<file path="config.mk">
export PLATFORM = sky130hd
export DESIGN_NAME = core_event_timer
export DESIGN_NICKNAME = d
export VERILOG_FILES = /design/src/rtl/cet_pkg.sv /design/src/rtl/cet_freerun.sv /design/src/rtl/cet_countdown.sv /design/src/rtl/cet_regport.sv /design/src/rtl/core_event_timer.sv
export SDC_FILE = /design/constraint.sdc
export NUM_CORES = 1
export LEC_CHECK = 0
export BUFFER_PORTS_ARGS = -buffer_cell sky130_fd_sc_hd__clkbuf_2
export CAP_MARGIN = 40
export CORE_ASPECT_RATIO = 0.5
export CORE_MARGIN = 3
export CORE_UTILIZATION = 35
export DETAILED_ROUTE_END_ITERATION = 10
export GPL_ROUTABILITY_DRIVEN = 0
export MAX_ROUTING_LAYER = met4
export PLACE_DENSITY = 0.54
export SYNTH_ARGS = -nofsm -noshare
export SYNTH_HDL_FRONTEND = slang
export SYNTH_HIERARCHICAL = 1
export SYNTH_SLANG_ARGS = --single-unit
</file>
<file path="constraint.sdc">
create_clock -name clk -period 2.5 [get_ports clk]
set_input_delay 0 -clock clk [delete_from_list [all_inputs] [get_ports clk]]
set_output_delay 0 -clock clk [all_outputs]
set_load 0.01 [all_outputs]
</file>
<file path="src/rtl/cet_pkg.sv">
package cet_pkg;
  localparam int REG_IDX_W = 4;
  localparam logic [REG_IDX_W-1:0] IDX_CTRL   = 4'd0;
  localparam logic [REG_IDX_W-1:0] IDX_STATUS = 4'd1;
  localparam logic [REG_IDX_W-1:0] IDX_COUNT  = 4'd3;
  localparam logic [REG_IDX_W-1:0] IDX_LOAD   = 4'd6;
  localparam int MIN_LOAD = 2;
endpackage

</file>
<file path="src/rtl/cet_freerun.sv">
module cet_freerun #(
  parameter int CNT_W = 32
) (
  input  logic             clk,
  input  logic             rst,
  output logic [CNT_W-1:0] cnt
);
  always_ff @(posedge clk) begin
    if (rst) cnt <= '0;
    else     cnt <= cnt + 1'b1;
  end

  a_r1_step: assert property (@(posedge clk) disable iff (rst)
    !$past(rst) |-> cnt == $past(cnt) + 1'b1);
endmodule

</file>
<file path="src/rtl/cet_countdown.sv">
module cet_countdown #(
  parameter int DATA_W = 32
) (
  input  logic              clk,
  input  logic              rst,
  input  logic              en,
  input  logic              load_wr,
  input  logic [DATA_W-1:0] load_val,
  input  logic              cancel,
  input  logic              status_wr,
  output logic [DATA_W-1:0] remaining,
  output logic              armed,
  output logic              pending
);
  import cet_pkg::*;

  localparam logic [DATA_W-1:0] MIN_V = DATA_W'(MIN_LOAD);

  logic [DATA_W-1:0] load_clamped;
  logic              fire;

  always_comb begin
    load_clamped = (load_val < MIN_V) ? MIN_V : load_val;
    fire = armed && en && (remaining == DATA_W'(1)) && !load_wr && !cancel;
  end

  always_ff @(posedge clk) begin
    if (rst) begin
      remaining <= '0;
      armed     <= 1'b0;
    end else if (load_wr) begin
      remaining <= load_clamped;
      armed     <= 1'b1;
    end else if (cancel || fire) begin
      remaining <= '0;
      armed     <= 1'b0;
    end else if (armed && en) begin
      remaining <= remaining - 1'b1;
    end
  end

  always_ff @(posedge clk) begin
    if (rst)            pending <= 1'b0;
    else if (fire)      pending <= 1'b1;
    else if (status_wr) pending <= 1'b0;
  end

  a_r4_fire_origin: assert property (@(posedge clk) disable iff (rst)
    $rose(pending) |-> $past(armed && en && remaining == DATA_W'(1)));
  a_r7_idle_after_fire: assert property (@(posedge clk) disable iff (rst)
    $rose(pending) |-> !armed);
  a_r8_clear: assert property (@(posedge clk) disable iff (rst)
    (status_wr && !(armed && en && remaining == DATA_W'(1) && !load_wr && !cancel)) |=> !pending);
  a_r6_load_arms: assert property (@(posedge clk) disable iff (rst)
    load_wr |=> (armed && remaining >= MIN_V));
  a_r3_cancel: assert property (@(posedge clk) disable iff (rst)
    cancel |=> !armed);
  a_r9_hold: assert property (@(posedge clk) disable iff (rst)
    (pending && !status_wr) |=> pending);
endmodule

</file>
<file path="src/rtl/cet_regport.sv">
module cet_regport #(
  parameter int DATA_W = 32,
  parameter int CNT_W  = 32
) (
  input  logic                          clk,
  input  logic                          rst,
  input  logic [cet_pkg::REG_IDX_W-1:0] reg_idx,
  input  logic                          wr_en,
  input  logic [DATA_W-1:0]             wr_data,
  input  logic [CNT_W-1:0]              cnt,
  input  logic [DATA_W-1:0]             remaining,
  input  logic                          pending,
  output logic                          en,
  output logic                          load_wr,
  output logic                          cancel,
  output logic                          status_wr,
  output logic [DATA_W-1:0]             rd_data
);
  import cet_pkg::*;

  logic [DATA_W-1:0] cnt_ext;
  logic [DATA_W-1:0] rd_next;
  logic              idx_known;

  generate
    if (CNT_W < DATA_W) begin : g_pad
      assign cnt_ext = {{(DATA_W-CNT_W){1'b0}}, cnt};
    end else begin : g_full
      assign cnt_ext = cnt[DATA_W-1:0];
    end
  endgenerate

  always_comb begin
    load_wr   = wr_en && (reg_idx == IDX_LOAD);
    status_wr = wr_en && (reg_idx == IDX_STATUS);
    cancel    = wr_en && (reg_idx == IDX_CTRL) && !wr_data[0];
    idx_known = 1'b1;
    case (reg_idx)
      IDX_CTRL:   rd_next = {{(DATA_W-1){1'b0}}, en};
      IDX_STATUS: rd_next = {{(DATA_W-1){1'b0}}, pending};
      IDX_COUNT:  rd_next = cnt_ext;
      IDX_LOAD:   rd_next = remaining;
      default: begin
        rd_next   = '0;
        idx_known = 1'b0;
      end
    endcase
  end

  always_ff @(posedge clk) begin
    if (rst)                                 en <= 1'b0;
    else if (wr_en && reg_idx == IDX_CTRL)   en <= wr_data[0];
  end

  always_ff @(posedge clk) begin
    if (rst) rd_data <= '0;
    else     rd_data <= rd_next;
  end

  a_r2_undef_zero: assert property (@(posedge clk) disable iff (rst)
    !idx_known |=> rd_data == '0);
  a_r3_en_write: assert property (@(posedge clk) disable iff (rst)
    (wr_en && reg_idx == IDX_CTRL) |=> en == $past(wr_data[0]));
endmodule

</file>
<file path="src/rtl/core_event_timer.sv">
module core_event_timer #(
  parameter int DATA_W = 32,
  parameter int CNT_W  = 32
) (
  input  logic                          clk,
  input  logic                          rst,
  input  logic [cet_pkg::REG_IDX_W-1:0] reg_idx,
  input  logic                          wr_en,
  input  logic [DATA_W-1:0]             wr_data,
  output logic [DATA_W-1:0]             rd_data,
  output logic                          irq
);
  logic [CNT_W-1:0]  cnt;
  logic [DATA_W-1:0] remaining;
  logic              armed, pending, en, load_wr, cancel, status_wr;

  cet_freerun #(.CNT_W(CNT_W)) u_freerun (
    .clk(clk), .rst(rst), .cnt(cnt)
  );

  cet_regport #(.DATA_W(DATA_W), .CNT_W(CNT_W)) u_regport (
    .clk(clk), .rst(rst), .reg_idx(reg_idx), .wr_en(wr_en), .wr_data(wr_data),
    .cnt(cnt), .remaining(remaining), .pending(pending), .en(en),
    .load_wr(load_wr), .cancel(cancel), .status_wr(status_wr), .rd_data(rd_data)
  );

  cet_countdown #(.DATA_W(DATA_W)) u_countdown (
    .clk(clk), .rst(rst), .en(en), .load_wr(load_wr), .load_val(wr_data),
    .cancel(cancel), .status_wr(status_wr), .remaining(remaining),
    .armed(armed), .pending(pending)
  );

  assign irq = pending;

  a_r9_irq_matches: assert property (@(posedge clk) disable iff (rst)
    (wr_en && reg_idx == cet_pkg::IDX_STATUS && !$rose(irq)) |=> !irq || $rose(irq));
endmodule

</file>
# Word level (Yosys, flattened, before mapping)
# Index checks and enable logic that the tools add are counted.
# word_totals
regBits	99
output_inout_bits	33
# op_classes
add_sub_neg	2
order_cmp	1
eq_ne	4
muxes	9
reduce_logical	16
# ops
op	count
32-bit 2-to-1 mux	4
32-bit one-hot mux with 4 select lines	1
32-bit by 1-bit adder with 32-bit output, second input constant	1
32-bit by 1-bit == test with 1-bit output, second input constant	1
32-bit by 2-bit < comparator with 1-bit output, second input constant	1
32-bit by 1-bit subtractor with 32-bit output, second input constant	1
1-bit logical AND	8
4-bit by 1-bit == test with 1-bit output, second input constant	1
4-bit by 2-bit == test with 1-bit output, second input constant	1
4-bit by 3-bit == test with 1-bit output, second input constant	1
4-bit zero test	1
1-bit 2-to-1 mux	4
2-bit nonzero test	2
1-bit zero test	3
3-bit nonzero test	1
1-bit logical OR	1

# Depth between registers and ports, before layout
# Gate-level depths: netlist of run 1.
# depth
ltp_word	8
mapped_depth	11
ltp_nobuf	8

# Hierarchy
# Netlist of run 1, hierarchy kept.
# modules_own_cells
mod	instances	cells_each	area_each_um2	seq_area_each_um2
cet_countdown	1	296	2244.7	680.7
cet_regport	1	127	1502.7	660.6
cet_freerun	1	168	1475.2	640.6

# Worst setup path after synthesis of run 1
# Ideal clock, no wire load.
# synth_timing
path_kind	reg2reg
start	register u_freerun.cnt[0]
end	register u_freerun.cnt[22]
t_arrival_ns	1.909
required_ns	2.430
slack_ns	0.521
path_stages_with_launch	7
path_buffers	1
synth_period_minus_slack_ns	1.979
path_cell_list	dfxtp_1 -> ha_1 -> and4_4 -> or4b_1 -> buf_2 -> or4_1 -> a21oi_1
# synth_between
elab_chain_cells	1
# synth_lines
item	line_no	source
start, declared	cet_freerun.sv:6	output logic [CNT_W-1:0] cnt
start signal, assigned	cet_freerun.sv:10	else cnt <= cnt + 1'b1;
32-bit by 1-bit adder with 32-bit output	cet_freerun.sv:10	
# No other way between the ends.
# A chain may end at the register's enable or synchronous reset.

# Worst setup path in the final report of run 1
# layout_timing
start	register u_countdown.remaining[0]
end	register u_countdown.remaining[17]
# layout_between
elab_chain_cells	7
# layout_lines
item	line_no	source
start, declared	cet_countdown.sv:11	output logic [DATA_W-1:0] remaining,
start signal, assigned	cet_countdown.sv:32	remaining <= load_clamped;
start signal, assigned	cet_countdown.sv:38	remaining <= remaining - 1'b1;
parallel branches: the longest is 7 deep, another holds 32-bit by 1-bit subtractor with 32-bit output	n/a	
# Several ways; the timed one is not identified. The select of a mux whose other input is x is not followed.

==> results of run 1 <==
[power by group]
| group | leakage [nW] | switching (mW) | internal, mW |
|---|---|---|---|
| sequential | 0.799 | 0.0312 | 1.60 |
| combinational | 1.36 | 0.352 | 0.233 |
| clock | 0.127 | 0.640 | 0.683 |
[placed cells by master, fill, tap and decap left out, types with 20 or more instances in the layout]
cell type  instances
nor3_1            20
nand3_1           26
a22oi_1           34
nand2_1           40
clkbuf_2          71
nor3_2            36
nor2_1            56
buf_4             38
a21oi_1           41
dfxtp_1           99
[layout make-up]
class / instances / area, um^2
clock inverter: 5 / 37.5
fill: 1396 / 7670
inverter: 9 / 33.8
tap: 192 / 240
sequential: 99 / 1980
clock buffer: 11 / 233
multi-input combinational: 445 / 3000
timing repair buffer: 130 / 872
[cell families after synthesis]
family | after synthesis | synth area share [%]
simple gates | 271 | 32.2
compound gates | 150 | 20.5
flops | 99 | 37.9
buf+inv | 47 | 4.77
xor+xnor | 15 | 2.66
mux | 6 | 1.27
fa+ha+maj | 3 | 0.719
[per-layer routing]
| metal | share of wire [%] | GRT usage (%) |
|---|---|---|
| met5 | 0 | - |
| met4 | 0.84 | 3.82 |
| met3 | 8.3 | 4.95 |
| met2 | 40 | 28.5 |
| met1 | 51 | 32.6 |
[path summary, 6_finish.rpt]
kind / from / end / slack, ns / depth (start not counted)
worst min-delay path: wr_data[2] / u_countdown/remaining[2] / 0.004 / 3
worst max register to register: u_countdown/remaining[0] / u_countdown/remaining[17] / 0.20 / 8
worst max-delay path: u_countdown/remaining[0] / u_countdown/remaining[17] / 0.20 / 8
worst min register to register: u_freerun/cnt[26] / u_freerun/cnt[26] / 0.50 / 2
[per-stage QoR]
stage,instances,power [mW],instance area [um^2]
after floorplan,591,2.01,5220
after global placement,855,2.20,5920
after detailed placement,857,2.21,5950
after CTS,891,3.54,6400
after global routing,891,3.67,6400
final,891,3.54,6400
[worst max-delay path, stage by stage (launching register included)]
cell	delay, ns
dfxtp_1	0.46
ha_1	0.19
nor4b_1	0.41
nand4_1	0.21
nor3_2	0.19
nor2_1	0.19
buf_6	0.19
a221oi_1	0.26
nor3_1	0.08
[flip-flops by register name, summed over array words and instances, names as in the netlist]
signal	flops
u_countdown/remaining	32
u_regport/rd_data	32
u_freerun/cnt	32
u_regport/en	1
u_countdown/armed	1
u_countdown/pending	1
[repair_timing]
| action | 4_1_cts | 5_1_grt |
|---|---|---|
| hold endpoints to repair | 18 | 0 |
| endpoints found under the setup margin | 0 | 0 |
| hold buffers | 18 | 0 |
| buffers inserted | 0 | 0 |
==> impl_metrics.env, run 1 <==
export IMPL_run_status="finished clean"
export IMPL_fin_util_pct=45.5
export IMPL_fmax_ghz=0.434
export IMPL_hpwlAfterDp_um=12500
export IMPL_async_reset_ff_share_pct=0
export IMPL_setup_viol=0
export IMPL_core_area_um2=14100
export IMPL_core_rowCount=30
export IMPL_vias_per_cell=5.72
export IMPL_fin_hold_ws_ns=0.00436
export IMPL_synth_most_common_cell="dfxtp_1"
export IMPL_final_antenna_net_count=0
export IMPL_layout_nets=736
export IMPL_clkSlewWorstSetupHoldPaths_ns=0.07
export IMPL_wirelength_um=17200
export IMPL_layout_min_cycle_time_ns=2.30
export IMPL_synthFlopType="dfxtp_1"
export IMPL_pin_count=72
export IMPL_critical_path_class="reg2reg"
export IMPL_drt_iter0_markers=439
export IMPL_slew_headroom_pct=52.1
export IMPL_route_detailed_drc=0
export IMPL_die_x_um=179
export IMPL_synth_top_area_share_pct=37.9
export IMPL_startpoint_type="flip-flop"
export IMPL_synthCells=591
export IMPL_max_slew_worst_pin_slew_ns=0.719
export IMPL_grt_overflow=0
export IMPL_vias=5099
export IMPL_peakVddDrop_mv=0.327
export IMPL_grt_pass1_vias=4758
export IMPL_synth_cell_area_um2=5220
export IMPL_setup_slack_ns=0.196
export IMPL_worstPathArrival_ns=2.53
export IMPL_dieArea_um2=16500
export IMPL_antenna_found_initial=0
export IMPL_io_buffers=71
export IMPL_finalHoldViolCount=0
export IMPL_cts_root_buf="clkbuf_16"
export IMPL_fin_crit_sh_pct=92.2
export IMPL_pre_cts_ws_ns=0.237
export IMPL_synthTopCellsByCount="dfxtp_1 (99), nor2_1 (56), a21oi_1 (41)"
export IMPL_crit_fanout=9
export IMPL_synth_edff_count=0
export IMPL_leakagePower_nw=2.28
export IMPL_wl_per_cell_um=19.3
export IMPL_clock_skew_ns=0.00720
export IMPL_drv_slew=0
export IMPL_grt_first_pass_wirelength_um=26700
export IMPL_die_y_um=92.4
export IMPL_drive_above_1_share_pct=27.8
export IMPL_htreeDepth=3
export IMPL_avgSynthCellArea_um2=8.84
export IMPL_yosysUniqueCellTypes=63
export IMPL_grtUsageTotal_pct=21.4
export IMPL_clock_sinks=99
export IMPL_diodes=0
export IMPL_yosys_top_cells_area="dfxtp_1 (38%), nor3_2 (6.9%), a22oi_1 (4.9%)"
export IMPL_yosys_area_top_type="dfxtp_1"
export IMPL_clockBufferDepth=2
export IMPL_yosysSeqAreaShare_pct=37.9
export IMPL_cts_tree="yes"
export IMPL_worstSetupEndpointType="flip-flop"
export IMPL_max_cap_viol_count=0
export IMPL_numCtsBuffers=9
export IMPL_final_setup_tns_ns=0
export IMPL_ys_ff_latch=99
export IMPL_yosysWarnings=6
export IMPL_rsz0062_at_grt="no"
export IMPL_required_ns=2.73
export IMPL_grt_start_max_net_pins=37
export IMPL_syn_to_final_growth_pct=22.6
export IMPL_firstDrtPassIters=5
export IMPL_hp_class="in2reg"
export IMPL_worst_skew_pair_late_latency_ns=0.35
export IMPL_cts_resized=0
export IMPL_initial_core_util_pct=37.1
export IMPL_p_per_area_nw_per_um2=552
export IMPL_synth_nets=633
(Power assumes the default switching activity.)
==> run 2, diff against run 1 <==
--- a/config.mk
+++ b/config.mk
@@ -5,6 +5,7 @@
 export SDC_FILE = /design/constraint.sdc
 export NUM_CORES = 1
 export LEC_CHECK = 0
+export ABC_AREA = 1
 export BUFFER_PORTS_ARGS = -buffer_cell sky130_fd_sc_hd__clkbuf_2
 export CAP_MARGIN = 40
 export CORE_ASPECT_RATIO = 0.5
@@ -13,7 +14,7 @@
 export DETAILED_ROUTE_END_ITERATION = 10
 export GPL_ROUTABILITY_DRIVEN = 0
 export MAX_ROUTING_LAYER = met4
-export PLACE_DENSITY = 0.54
+export REMOVE_ABC_BUFFERS = 1
 export SYNTH_ARGS = -nofsm -noshare
 export SYNTH_HDL_FRONTEND = slang
 export SYNTH_HIERARCHICAL = 1
==> impl_metrics.env, run 2 <==
export IMPL_run_status="finished clean"
export IMPL_fin_crit_sh_pct=74.9
export IMPL_fin_util_pct=43.6
export IMPL_core_area_um2=15800
export IMPL_crit_fanout=17
export IMPL_drt_iter0_markers=589
export IMPL_cts_root_buf="clkbuf_16"
export IMPL_yosys_area_top_type="dfxtp_1"
export IMPL_async_reset_ff_share_pct=0
export IMPL_hpwlAfterDp_um=12400
export IMPL_peakVddDrop_mv=0.317
export IMPL_r2r_start="u_countdown/remaining[1]"
export IMPL_leakagePower_nw=3.07
export IMPL_startpoint="u_countdown/remaining[1]"
export IMPL_worstPathArrival_ns=2.15
export IMPL_cts_resized=0
export IMPL_cts_tree="yes"
export IMPL_postCtsHoldBufs=21
export IMPL_final_antenna_net_count=0
export IMPL_synth_cell_area_um2=5820
export IMPL_stdcell_count=1187
export IMPL_clock_sinks=99
export IMPL_clockBufferDepth=2
export IMPL_drv_slew=0
export IMPL_clock_skew_ns=0.00925
export IMPL_fmax_ghz=0.534
export IMPL_worstSetupEndpointType="flip-flop"
export IMPL_synth_top_area_share_pct=34.1
export IMPL_wirelength_um=16900
export IMPL_diodes=0
export IMPL_drive_above_1_share_pct=18.4
export IMPL_finalHoldViolCount=0
export IMPL_setup_viol=0
export IMPL_holdPathStages=5
export IMPL_initial_core_util_pct=36.8
export IMPL_startpoint_type="flip-flop"
export IMPL_nFillCells=1680
export IMPL_avgSynthCellArea_um2=6.60
export IMPL_syn_to_final_growth_pct=18.5
export IMPL_final_common_cell="nand2_1"
export IMPL_firstDrtPassIters=5
export IMPL_synthTopCellsByCount="nand2_1 (188), nor2_1 (116), dfxtp_1 (99)"
export IMPL_antenna_found_initial=0
export IMPL_yosysSeqAreaShare_pct=34.1
export IMPL_r2r_end="u_countdown/remaining[21]"
export IMPL_worstHoldStart="wr_data[31]"
export IMPL_grt_pass1_vias=5385
export IMPL_yosysWarnings=6
export IMPL_post_cts_setup_buffer_count=0
export IMPL_synthFlopType="dfxtp_1"
export IMPL_p_total_mw=3.79
export IMPL_final_setup_tns_ns=0
export IMPL_hp_class="in2reg"
export IMPL_layout_common_cells="nand2_1 (188), nor2_1 (116), dfxtp_1 (99), inv_1 (88), nand3_1 (85)"
export IMPL_core_rowCount=32
export IMPL_required_ns=2.78
export IMPL_vias_per_cell=4.96
export IMPL_htreeDepth=3
export IMPL_max_cap_viol_count=0
export IMPL_route_detailed_drc=0
export IMPL_yosysUniqueCellTypes=38
export IMPL_dieArea_um2=18300
export IMPL_min_to="u_countdown/remaining[31]"
export IMPL_top_regs="u_countdown/remaining (32), u_freerun/cnt (32), u_regport/rd_data (32)"
export IMPL_vias=5885
export IMPL_synth_edff_count=0
export IMPL_slew_headroom_pct=55.9
export IMPL_wl_per_cell_um=14.2
export IMPL_layout_min_cycle_time_ns=1.87
export IMPL_grt_start_max_net_pins=51
export IMPL_yosys_top_cells_area="dfxtp_1 (34%), nand2_1 (12%), nor2_1 (7.5%)"
export IMPL_pin_count=72
export IMPL_max_slew_worst_pin_slew_ns=0.660
export IMPL_dp_cells=1150
export IMPL_rsz0062_at_grt="no"
export IMPL_io_buffers=71
export IMPL_grt_first_pass_wirelength_um=27800
export IMPL_die_x_um=188
export IMPL_critical_path_class="reg2reg"
export IMPL_rr_worst_depth=10
export IMPL_die_y_um=97.2
export IMPL_fin_hold_ws_ns=0.00605
export IMPL_worst_skew_pair_late_latency_ns=0.35
export IMPL_numCtsBuffers=9
export IMPL_clkSlewWorstSetupHoldPaths_ns=0.07
export IMPL_grt_overflow=0
export IMPL_synth_most_common_cell="nand2_1"
export IMPL_layout_nets=1003
export IMPL_synthCells=882
export IMPL_ff2ff_setup_slack_ns=0.63
export IMPL_grtUsageTotal_pct=19.1
export IMPL_p_per_area_nw_per_um2=550
export IMPL_ys_ff_latch=99
run 2: critical path: stages, from the launching register on:
cell      delay (ns)
dfxtp_1         0.35
inv_1           0.10
ha_1            0.21
nand3_1         0.09
nor2_1          0.04
nand2_1         0.10
nor2_4          0.05
a21boi_4        0.44
buf_12          0.22
nand3_1         0.07
a21oi_1         0.14
run 2: kinds of logic after synthesis:
logic type / Yosys count / share of synthesized area (%)
AOI/OAI and AO/OA: 167 / 15.7
xor gates and xnor gates: 6 / 0.903
adders and majority gates: 3 / 0.645
buffers and inverters: 131 / 9.25
DFF: 99 / 34.1
and+or+nand+nor: 476 / 39.4
run 2: final cells by class:
| type | count | area [um^2] | area share [%] |
|---|---|---|---|
| clock buffers | 10 | 229 | 3.32 |
| clock inverters | 6 | 93.8 | 1.36 |
| inverters | 100 | 375 | 5.45 |
| multi-input cells | 652 | 3300 | 47.8 |
| flip-flops and latches | 99 | 1980 | 28.8 |
| well taps | 221 | 277 | 4.01 |
| repair buffers | 99 | 638 | 9.26 |
run 2: where the power goes:
group	leakage (nW)	internal [mW]	switching, mW	total [mW]
clock	0.159	0.891	0.645	1.54
combinational	2.11	0.227	0.398	0.625
sequential	0.800	1.60	0.0335	1.63
total	3.07	2.72	1.08	3.79
run 2: through the flow:
stage | instance area [um^2] | setup WS [ns]
floorplan | 5660 | -0.295
global placement | 6340 | 0.633
detailed placement | 6360 | 0.578
CTS | 6890 | 0.614
global route | 6890 | 0.426
finish | 6890 | 0.628
run 2: worst max path at each step:
stage,to,slack (ns),depth (start not counted)
global route,u_countdown/remaining[28],0.43,10
CTS,u_countdown/remaining[21],0.61,10
detailed placement,u_countdown/remaining[26],0.58,14
global placement,u_countdown/remaining[29],0.63,14
floorplan,u_countdown/remaining[17],-0.30,9
finish,u_countdown/remaining[21],0.63,10
run 2: per-layer routing:
layer | track usage [%] | routed length [um] | vias up
met1 | 26.6 | 8250 | 2704
met2 | 29.1 | 7420 | 179
met5 | - | 0 | -
li1 | - | - | 2992
met4 | 4.23 | 128 | 0
met3 | 3.17 | 1100 | 10
